===== src/rtl/status_pkg.sv =====
// Shared constants and helpers for the processor status register.
// Assumes an 8-bit status byte holding six stored flags.
package status_pkg;
    localparam int STAT_W    = 8;
    localparam int NUM_FLAGS = 6;
    localparam int FIXED_POS = 5;
    localparam int BRK_POS   = 4;

    // Flag index order in all strobe vectors.
    localparam int IDX_C = 0;
    localparam int IDX_Z = 1;
    localparam int IDX_I = 2;
    localparam int IDX_D = 3;
    localparam int IDX_V = 4;
    localparam int IDX_N = 5;

    // Byte bit position of stored flag k.
    function automatic int byte_pos(input int k);
        return (k < 4) ? k : k + 2;
    endfunction
endpackage


===== src/rtl/status_flag_cell.sv =====
// One stored status flag with prioritized update sources.
// Priority: load, then set, then clear, then ALU write; otherwise hold.
module status_flag_cell #(
    parameter logic RST_VAL = 1'b0
) (
    input  logic clk,
    input  logic rst_n,
    input  logic ld_en,
    input  logic ld_val,
    input  logic set_s,
    input  logic clr_s,
    input  logic we,
    input  logic val,
    output logic q
);
    // Update the stored bit from the highest-priority active source.
    always_ff @(posedge clk) begin
        if (!rst_n)      q <= RST_VAL;
        else if (ld_en)  q <= ld_val;
        else if (set_s)  q <= 1'b1;
        else if (clr_s)  q <= 1'b0;
        else if (we)     q <= val;
    end

    p_load_wins_r11: assert property (@(posedge clk) disable iff (!rst_n)
        ld_en |=> q == $past(ld_val));
    p_set_r5: assert property (@(posedge clk) disable iff (!rst_n)
        (!ld_en && set_s) |=> q);
    p_clr_r6: assert property (@(posedge clk) disable iff (!rst_n)
        (!ld_en && !set_s && clr_s) |=> !q);
    p_alu_r8: assert property (@(posedge clk) disable iff (!rst_n)
        (!ld_en && !set_s && !clr_s && we) |=> q == $past(val));
    p_hold_r12: assert property (@(posedge clk) disable iff (!rst_n)
        (!ld_en && !set_s && !clr_s && !we) |=> $stable(q));
endmodule


===== src/rtl/status_pack.sv =====
// Formats stored flags into the read view and the stack push view.
// Assumes flags arrive in package index order.
module status_pack
    import status_pkg::*;
(
    input  logic [NUM_FLAGS-1:0] flags,
    input  logic                 push_by_irq,
    output logic [STAT_W-1:0]    rd_byte,
    output logic [STAT_W-1:0]    push_byte
);
    // Place stored flags, force the fixed bit, leave break clear.
    always_comb begin
        rd_byte            = '0;
        for (int k = 0; k < NUM_FLAGS; k++) rd_byte[byte_pos(k)] = flags[k];
        rd_byte[FIXED_POS] = 1'b1;
    end

    // Push view: break bit encodes the push reason.
    always_comb begin
        push_byte          = rd_byte;
        push_byte[BRK_POS] = ~push_by_irq;
    end

    // Views must agree outside bit 4.
    always_comb begin
        a_views_r4: assert ((push_byte & ~8'h10) == rd_byte);
        a_fixed_r2: assert (push_byte[FIXED_POS] && rd_byte[FIXED_POS]);
    end
endmodule


===== src/rtl/cpu_status_reg.sv =====
// Processor status register: six stored flags, fixed bit 5, break bit
// synthesized only in the push view. Synchronous active-low reset.
module cpu_status_reg
    import status_pkg::*;
#(
    parameter logic [NUM_FLAGS-1:0] RESET_FLAGS = 6'b000100
) (
    input  logic                 clk,
    input  logic                 rst_n,
    input  logic [NUM_FLAGS-1:0] set_flag,
    input  logic [NUM_FLAGS-1:0] clr_flag,
    input  logic [NUM_FLAGS-1:0] alu_we,
    input  logic [NUM_FLAGS-1:0] alu_val,
    input  logic                 load_en,
    input  logic [STAT_W-1:0]    load_byte,
    input  logic                 push_by_irq,
    output logic                 flag_n,
    output logic                 flag_v,
    output logic                 flag_d,
    output logic                 flag_i,
    output logic                 flag_z,
    output logic                 flag_c,
    output logic [STAT_W-1:0]    status_byte,
    output logic [STAT_W-1:0]    push_byte
);
    localparam logic [STAT_W-1:0] RESET_READ = 8'h24;

    logic [NUM_FLAGS-1:0] flags;

    genvar g;
    generate
        for (g = 0; g < NUM_FLAGS; g++) begin : g_cell
            status_flag_cell #(.RST_VAL(RESET_FLAGS[g])) u_cell (
                .clk    (clk),
                .rst_n  (rst_n),
                .ld_en  (load_en),
                .ld_val (load_byte[byte_pos(g)]),
                .set_s  (set_flag[g]),
                .clr_s  (clr_flag[g]),
                .we     (alu_we[g]),
                .val    (alu_val[g]),
                .q      (flags[g])
            );
        end
    endgenerate

    status_pack u_pack (
        .flags       (flags),
        .push_by_irq (push_by_irq),
        .rd_byte     (status_byte),
        .push_byte   (push_byte)
    );

    // Drive individual flag outputs.
    always_comb begin
        flag_c = flags[IDX_C];
        flag_z = flags[IDX_Z];
        flag_i = flags[IDX_I];
        flag_d = flags[IDX_D];
        flag_v = flags[IDX_V];
        flag_n = flags[IDX_N];
    end

    // Remember that the previous edge was a reset edge.
    logic rst_q;
    always_ff @(posedge clk) rst_q <= rst_n;

    p_reset_val_r1: assert property (@(posedge clk) disable iff (!rst_n)
        (rst_q == 1'b0) |-> status_byte == RESET_READ);
    p_no_brk_r3: assert property (@(posedge clk) disable iff (!rst_n)
        status_byte[BRK_POS] == 1'b0);
    p_fields_r13: assert property (@(posedge clk) disable iff (!rst_n)
        {flag_n, flag_v, flag_d, flag_i, flag_z, flag_c} ==
        {status_byte[7:6], status_byte[3:0]});
endmodule


===== config.mk =====
export PLATFORM = sky130hd
export DESIGN_NAME = cpu_status_reg
export DESIGN_NICKNAME = d
export VERILOG_FILES = /design/src/rtl/status_pkg.sv /design/src/rtl/status_flag_cell.sv /design/src/rtl/status_pack.sv /design/src/rtl/cpu_status_reg.sv
export SDC_FILE = /design/constraint.sdc
export NUM_CORES = 1
export LEC_CHECK = 0
export BUFFER_PORTS_ARGS = -buffer_cell sky130_fd_sc_hd__buf_2
export CORE_AREA = 2 2 42 44
export DETAILED_ROUTE_END_ITERATION = 8
export DIE_AREA = 0 0 44 46
export GPL_ROUTABILITY_DRIVEN = 1
export PLACE_DENSITY_LB_ADDON = 0.08
export SYNTH_ARGS = -nofsm -noshare
export SYNTH_HDL_FRONTEND = slang
export SYNTH_SLANG_ARGS = --single-unit

===== constraint.sdc =====
create_clock -name clk -period 1.29 [get_ports clk]
set_clock_uncertainty 0.2 [all_clocks]
set_input_delay 0.129 -clock clk [delete_from_list [all_inputs] [get_ports clk]]
set_output_delay 0.129 -clock clk [all_outputs]
set_load 0.05 [all_outputs]

Word level (Yosys, flattened, before mapping)
Index checks and enable logic that the tools add are counted.
{"block": "totals", "register_bits": 6, "inputBits": 36, "output_inout_bits": 22, "wordCells": 37}
{"block": "classes", "n_mux": 24, "n_bitwise": 1, "n_reduce_logical": 6}
{"op": "$mux W1", "count": 24}
{"op": "$reduce_bool A4 Y1", "count": 6}
{"op": "$not A1 Y1", "count": 1}

Depth between registers and ports, before layout
Gate-level depths: netlist of run 1.
{"block": "depth", "ltp_word": 4, "depth_mapped": 4, "depth_no_buf": 3}

Modules after synthesis
From an unflattened synthesis of run 1, not the netlist that was laid out.
{"block": "hier_totals", "hier_cells": 50, "area_unflattened_um2": 432.9}
{"mod": "status_flag_cell at g_cell[0].u_cell ...", "n_inst": 5, "cells_each": 5, "area_per_inst_um2": 50.0, "seq_area_each_um2": 20.0}
{"mod": "status_pack", "n_inst": 1, "cells_each": 18, "area_per_inst_um2": 123.9, "seq_area_each_um2": 0.0}
{"mod": "status_flag_cell at g_cell[2].u_cell", "n_inst": 1, "cells_each": 7, "area_per_inst_um2": 58.8, "seq_area_each_um2": 20.0}

Worst setup path before layout of run 1
Ideal clock, no wire load.
{"block": "synth_path", "kind": "register to register", "startpoint": "reg, netlist name g_cell[1].u_cell.q", "endpoint": "reg g_cell[1].u_cell.q", "setup_ps": 122, "arrival_time_ps": 978, "required_time_ps": 968, "path_slack_ps": -10, "path_stages_with_launch": 4, "path_buffers": 0, "period_less_slack_ps": 1300, "path_cell_list": "dfxtp_1 > mux2i_1 > nor2_1 > o311a_1"}
{"item": "end signal: assignment", "line": "status_flag_cell.sv:19", "source": "else if (ld_en) q <= ld_val;"}
{"item": "end signal: assignment", "line": "status_flag_cell.sv:22", "source": "else if (we) q <= val;"}
{"item": "end: declaration", "line": "status_flag_cell.sv:14", "source": "output logic q"}

Worst setup path in the final report of run 1
{"block": "layout_path", "startpoint": "reg g_cell[2].u_cell.q", "endpoint": "out flag_i"}
{"item": "start: declaration", "line": "status_flag_cell.sv:14"}
{"item": "start signal: assignment", "line": "status_flag_cell.sv:19"}
{"item": "start signal: assignment", "line": "status_flag_cell.sv:22"}
{"item": "end: declaration", "line": "cpu_status_reg.sv:20", "source": "output logic flag_i,"}
No word-level cell between the ends.

==> results of run 1 <==
-- through the flow --
step	total power [uW]	hold WS (ps)	area (um^2)
finish	712	10.0	712
global placement	525	184	609
detailed placement	526	184	609
global route	760	8.92	712
floorplan	478	52.8	452
CTS	727	4.70	712
-- logic make-up (layout without fill, tap and decap cells) --
logic type | count (synthesis) | after routing | share of synthesized area
DFF | 6 | 6 | 0.272
other | 2 | 3 | 0.0170
muxes | 6 | 6 | 0.136
buffers and inverters | 17 | 64 | 0.289
and+or+nand+nor | 12 | 12 | 0.139
AOI/OAI and AO/OA | 7 | 7 | 0.147
-- per-layer routing --
layer  GRT usage  wire, um  vias to the layer above
li1            -         -                      247
met1       0.116       382                      205
met2       0.218       576                       33
met3      0.0397       143                        2
met4      0.0727         8                        0
met5           0         0                        -
-- worst min-delay path, cell delays in order --
cell and delay [ps]:
buf_2 70, or2b_1 80, o311a_1 140
-- power groups by stage --
stage	clock network, uW	logic (uW)	registers (uW)
floorplan	0	212	266
global placement	0	309	217
detailed placement	0	309	217
CTS	186	328	213
global route	198	346	216
finish	173	326	213
-- area by class of cell --
class,count,area [um^2]
inverters,1,3.75
multi-input cells,28,198
well taps,17,21.3
flip-flops and latches,6,126
repair buffers,60,340
clock buffers,3,22.5
fillers,168,902
-- worst max path at each step --
stage / start / cells after the start / slack, ps / endpoint
3_3_place_gp: g_cell[1].u_cell.q / 3 / 200 / g_cell[1].u_cell.q
2_1_floorplan: g_cell[2].u_cell.q / 3 / 30 / g_cell[2].u_cell.q
6_report: g_cell[2].u_cell.q / 1 / 90 / flag_i
5_1_grt: g_cell[2].u_cell.q / 1 / 20 / flag_i
3_5_place_dp: g_cell[3].u_cell.q / 3 / 200 / g_cell[3].u_cell.q
4_1_cts: g_cell[2].u_cell.q / 1 / 60 / flag_i
-- cell usage in the layout (no fill, tap or decap) --
cell type | Yosys | layout
a21bo_1 | 1 | 1
clkbuf_4 | 0 | 3
dlygate4sd3_1 | 0 | 8
buf_2 | 0 | 52
or2b_1 | 1 | 1
dfxtp_1 | 6 | 1
dfxtp_2 | 0 | 5
o311a_1 | 5 | 5
o21ai_1 | 1 | 1
mux2i_1 | 6 | 6
inv_1 | 1 | 1
nor2_1 | 6 | 6
nand2b_1 | 5 | 5
conb_1 | 2 | 3
==> flow_summary.json, run 1 <==
{
  "status": "finished, final reports clean",
  "gp_routability_congestion": 0.625,
  "synth-main-ff-cell": "dfxtp_1",
  "critPathLaunchType": "register",
  "drc": 0,
  "top_regs": "g_cell.u_cell.q: 6 flops",
  "cellPowerDensity_nw_per_um2": 1000,
  "n_antenna_cell": 0,
  "largest_reg_flops": 6,
  "clock-sinks": 6,
  "die-area_um2": 2020,
  "avgSynthCellArea_um2": 8.83,
  "layout.cells.non_filler": 115,
  "post_cts_resize_count": 0,
  "worst_hold_path_type": "input pin to register",
  "r2r_start": "g_cell[4].u_cell.q",
  "fp.dieH_um": 46,
  "crit_buf_inv": 1,
  "max_stage_delay_ps": 350,
  "grt_max_degree": 13,
  "synth_common_cells": "buf_4, dfxtp_1, mux2i_1, nor2_1",
  "drive_gt1_frac": 0.612,
  "p_clk_frac": 0.242,
  "vias": 487,
  "end_kind": "output pin",
  "synthesis.area_um2": 442,
  "path_class": "register to output pin",
  "cts_tree": "yes",
  "hold_end": "g_cell[4].u_cell.q",
  "yosysSeqAreaShare": 0.272,
  "coreArea_um2": 1610,
  "leakagePower_uw": 0.000414,
  "antenna_found_initial": 0,
  "cp_slowest_cell": "dfxtp_1",
  "grt_pass1_wl_mm": 1.74,
  "synth_top_area_cell": "dfxtp_1",
  "clockBufferDepth": 2,
  "portBuffers": 52,
  "clk_pin_slew_ps": 50,
  "fin_util": 0.441,
  "finish.net_count": 136,
  "rsz0062_at_grt": "false",
  "hold_path_depth": 3,
  "regToRegSetupSlack_ps": 200,
  "p_sw_uw": 299,
  "slew_viol_final": 0,
  "die_x_um": 44,
  "ys_ff_latch": 6,
  "synth_enable_flop_cells": 0,
  "fin_crit_sh": 0.930,
  "fin_setup_tns_ps": 0,
  "fmax_mhz": 833,
  "io_pins": 58,
  "ctsHoldBuffers": 8,
  "critPathArrivalTime_ps": 870,
  "placement.setup.worst_slack_ps": 204,
  "cts_buffers": 3,
  "wirelength_mm": 1.11,
  "fp-row-count": 15,
  "ctsRootBufferMaster": "clkbuf_4",
  "postRouteAntennaNets": 0,
  "htreeDepth": 1,
  "drv_cap": 0,
  "postCtsSetupBuffers": 0,
  "path_delay_family": "flip-flops",
  "crit_required_ps": 960,
  "path_max_fanout": 4,
  "finalSetupViolCount": 0,
  "grt.overflow.total": 0,
  "syn_to_final_growth_pct": 61.2,
  "yosysMostFrequentCell": "buf_4",
  "synth.area.top_cells": "dfxtp_1, buf_4, mux2i_1, o311a_1, nand2b_1",
  "async_flop_share": 0,
  "p_int_uw": 413,
  "ff2ff_path_depth": 3,
  "via_per_inst": 4.23,
  "drt_iter0_markers": 1,
  "min_from": "load_byte[6]",
  "top_register": "g_cell.u_cell.q",
  "final-hold-violation-count": 0,
  "wl_per_cell_um": 9.65,
  "place_inst": 104,
  "first_global_vias": 457,
  "yosys_warnings": 0,
  "p_sw_frac": 0.420,
  "path_cells": "buf_2",
  "syn_inst": 50,
  "drt_pre_antenna_iters": 3,
  "peakVddDrop_v": 0.000475,
  "synth_top_area_frac": 0.272,
  "initial_core_util": 0.274,
  "pwr-share-seq": 0.300,
  "place_hpwl_um": 867,
  "fin_ws_ps": 90.0,
  "rr_endpoint": "g_cell[4].u_cell.q",
  "power_frac_comb": 0.458,
  "grt_usage": 0.119,
  "synth_cell_type_count": 12,
  "clock_latency_ps": 240,
  "min_period_ps": 1200
}
(Power assumes the default switching activity.)
==> inputs of run 2 (changes only) <==
ABC_AREA = 1   (was not set)
clock period = 1.3 ns   (was 1.29 ns; I/O delays follow)
==> flow_summary.json, run 2 <==
{
  "wl_per_cell_um": 8.36,
  "placement.setup.worst_slack_ps": 349,
  "clk_pin_slew_ps": 50,
  "path_max_fanout": 4,
  "path_cells": "buf_2",
  "crit_required_ps": 970,
  "vias": 636,
  "drt_iter0_markers": 1,
  "drc": 0,
  "path_depth": 1,
  "wirelength_mm": 1.32,
  "clock_latency_ps": 240,
  "via_per_inst": 4.03,
  "seq_area_um2": 120,
  "syn_to_final_growth_pct": 91.6,
  "syn_inst": 77,
  "slew_viol_final": 0,
  "crit_buf_inv": 1,
  "avgSynthCellArea_um2": 6.03,
  "fin_ws_ps": 94.6,
  "grt_pass1_wl_mm": 2.19,
  "largest_reg_flops": 6,
  "synthesis.area_um2": 464,
  "critPathArrivalTime_ps": 880,
  "n_antenna_cell": 0,
  "p_clk_frac": 0.234,
  "fp.dieH_um": 46,
  "final-hold-violation-count": 0,
  "die-area_um2": 2020,
  "synth.area.top_cells": "dfxtp_1, buf_4, nand2_1, nor2_1, inv_1",
  "synth_top_area_cell": "dfxtp_1",
  "fin_setup_tns_ps": 0,
  "clock-sinks": 6,
  "ff2ff_path_depth": 6,
  "multi_input_comb_area_um2": 190,
  "fillers": 165,
  "fmax_mhz": 830,
  "synth_cell_type_count": 12,
  "p_sw_frac": 0.428,
  "grt_usage": 0.145,
  "drive_gt1_frac": 0.404,
  "p_int_uw": 434,
  "clockBufferDepth": 2,
  "yosysSeqAreaShare": 0.259,
  "yosys_warnings": 0,
  "synth-main-ff-cell": "dfxtp_1",
  "io_pins": 58,
  "synth_top_area_frac": 0.259,
  "layout.cells.non_filler": 158,
  "end_kind": "output pin",
  "drv_cap": 0,
  "path_class": "register to output pin",
  "die_x_um": 44,
  "ctsHoldBuffers": 23,
  "postCtsSetupBuffers": 0,
  "p_sw_uw": 325,
  "postRouteAntennaNets": 0,
  "grt_max_degree": 8,
  "fp-row-count": 15,
  "antenna_found_initial": 0,
  "fin_crit_sh": 0.927,
  "cellPowerDensity_nw_per_um2": 853,
  "max_stage_delay_ps": 350,
  "status": "finished, final reports clean",
  "peakVddDrop_v": 0.000361,
  "ctsRootBufferMaster": "clkbuf_4",
  "initial_core_util": 0.288,
  "finalSetupViolCount": 0,
  "final_common_cell": "buf_2",
  "min_period_ps": 1210,
  "power.total_uw": 759,
  "rsz0062_at_grt": "false",
  "leakagePower_uw": 0.000529,
  "finish.net_count": 179,
  "cts_buffers": 3,
  "grt.overflow.total": 0,
  "top_register": "g_cell.u_cell.q",
  "pwr-share-seq": 0.276,
  "async_flop_share": 0,
  "place_inst": 132,
  "hold_path_depth": 5,
  "coreArea_um2": 1610,
  "htreeDepth": 1,
  "first_global_vias": 597,
  "critPathLaunchType": "register",
  "cts_tree": "yes",
  "drt_pre_antenna_iters": 2,
  "synth_common_cells": "buf_4, nand2_1, nor2_1, inv_1, dfxtp_1",
  "path_delay_family": "flip-flops",
  "top_regs": "g_cell.u_cell.q: 6 flops",
  "synth_enable_flop_cells": 0,
  "place_hpwl_um": 880,
  "layout_common_cells": "buf_2, dlygate4sd3_1, nor2_1, nand2_1, inv_1",
  "portBuffers": 52,
  "ys_ff_latch": 6,
  "gp_routability_congestion": 0.589,
  "post_cts_resize_count": 0,
  "power_frac_comb": 0.490,
  "worst_hold_path_type": "input pin to register",
  "whs_ps": 3.84,
  "cp_slowest_cell": "dfxtp_1"
}
==> run 2: changes by cell type after synthesis, moves of 5 or more <==
cell      previous run  this run
a21oi_1              0         5
inv_1                1        11
nand2_1              0        15
o311a_1              5         0
mux2i_1              6         0
nand2b_1             5         0
nor2_1               6        15
==> run 2: power groups by stage <==
| stage | clock [uW] | combinational [uW] | sequential, uW |
|---|---|---|---|
| floorplan | 0 | 215 | 263 |
| global placement | 0 | 318 | 213 |
| detailed placement | 0 | 319 | 214 |
| CTS | 187 | 372 | 210 |
| global route | 197 | 400 | 212 |
| finish | 178 | 372 | 210 |
==> run 2: path summary, 6_finish.rpt <==
check | startpoint | slack [ps] | endpoint
hold reg to reg | g_cell[4].u_cell.q | 400 | g_cell[4].u_cell.q
hold / removal | alu_val[5] | 4 | g_cell[5].u_cell.q
setup reg to reg | g_cell[2].u_cell.q | 380 | g_cell[2].u_cell.q
setup / recovery | g_cell[4].u_cell.q | 90 | flag_v
==> run 2: per-stage QoR <==
step / area [um^2] / util
final: 890 / 0.551
after global routing: 890 / 0.551
after CTS: 890 / 0.551
after detailed placement: 637 / 0.395
after global placement: 637 / 0.395
after floorplan: 468 / -
==> run 2: kinds of logic (layout without fill, tap and decap cells) <==
kind of cell,count (synthesis),after routing,share of synthesized area
compound gates,11,11,0.132
buf+inv,27,90,0.340
flops,6,6,0.259
other cells,2,3,0.0162
simple gates,31,31,0.253
==> run 2: layout make-up <==
cell class | count | area share
Clock buffer | 3 | 0.0253
Inverter | 12 | 0.0506
Multi-Input combinational cell | 45 | 0.214
Sequential cell | 6 | 0.135
Tap cell | 17 | 0.0239
Timing Repair Buffer | 75 | 0.551
==> run 2: layer usage <==
metal  global-route usage  wire (um)
met5                    0          0
met3               0.0595        108
met4               0.0182          0
met2                0.288        719
met1                0.144        493
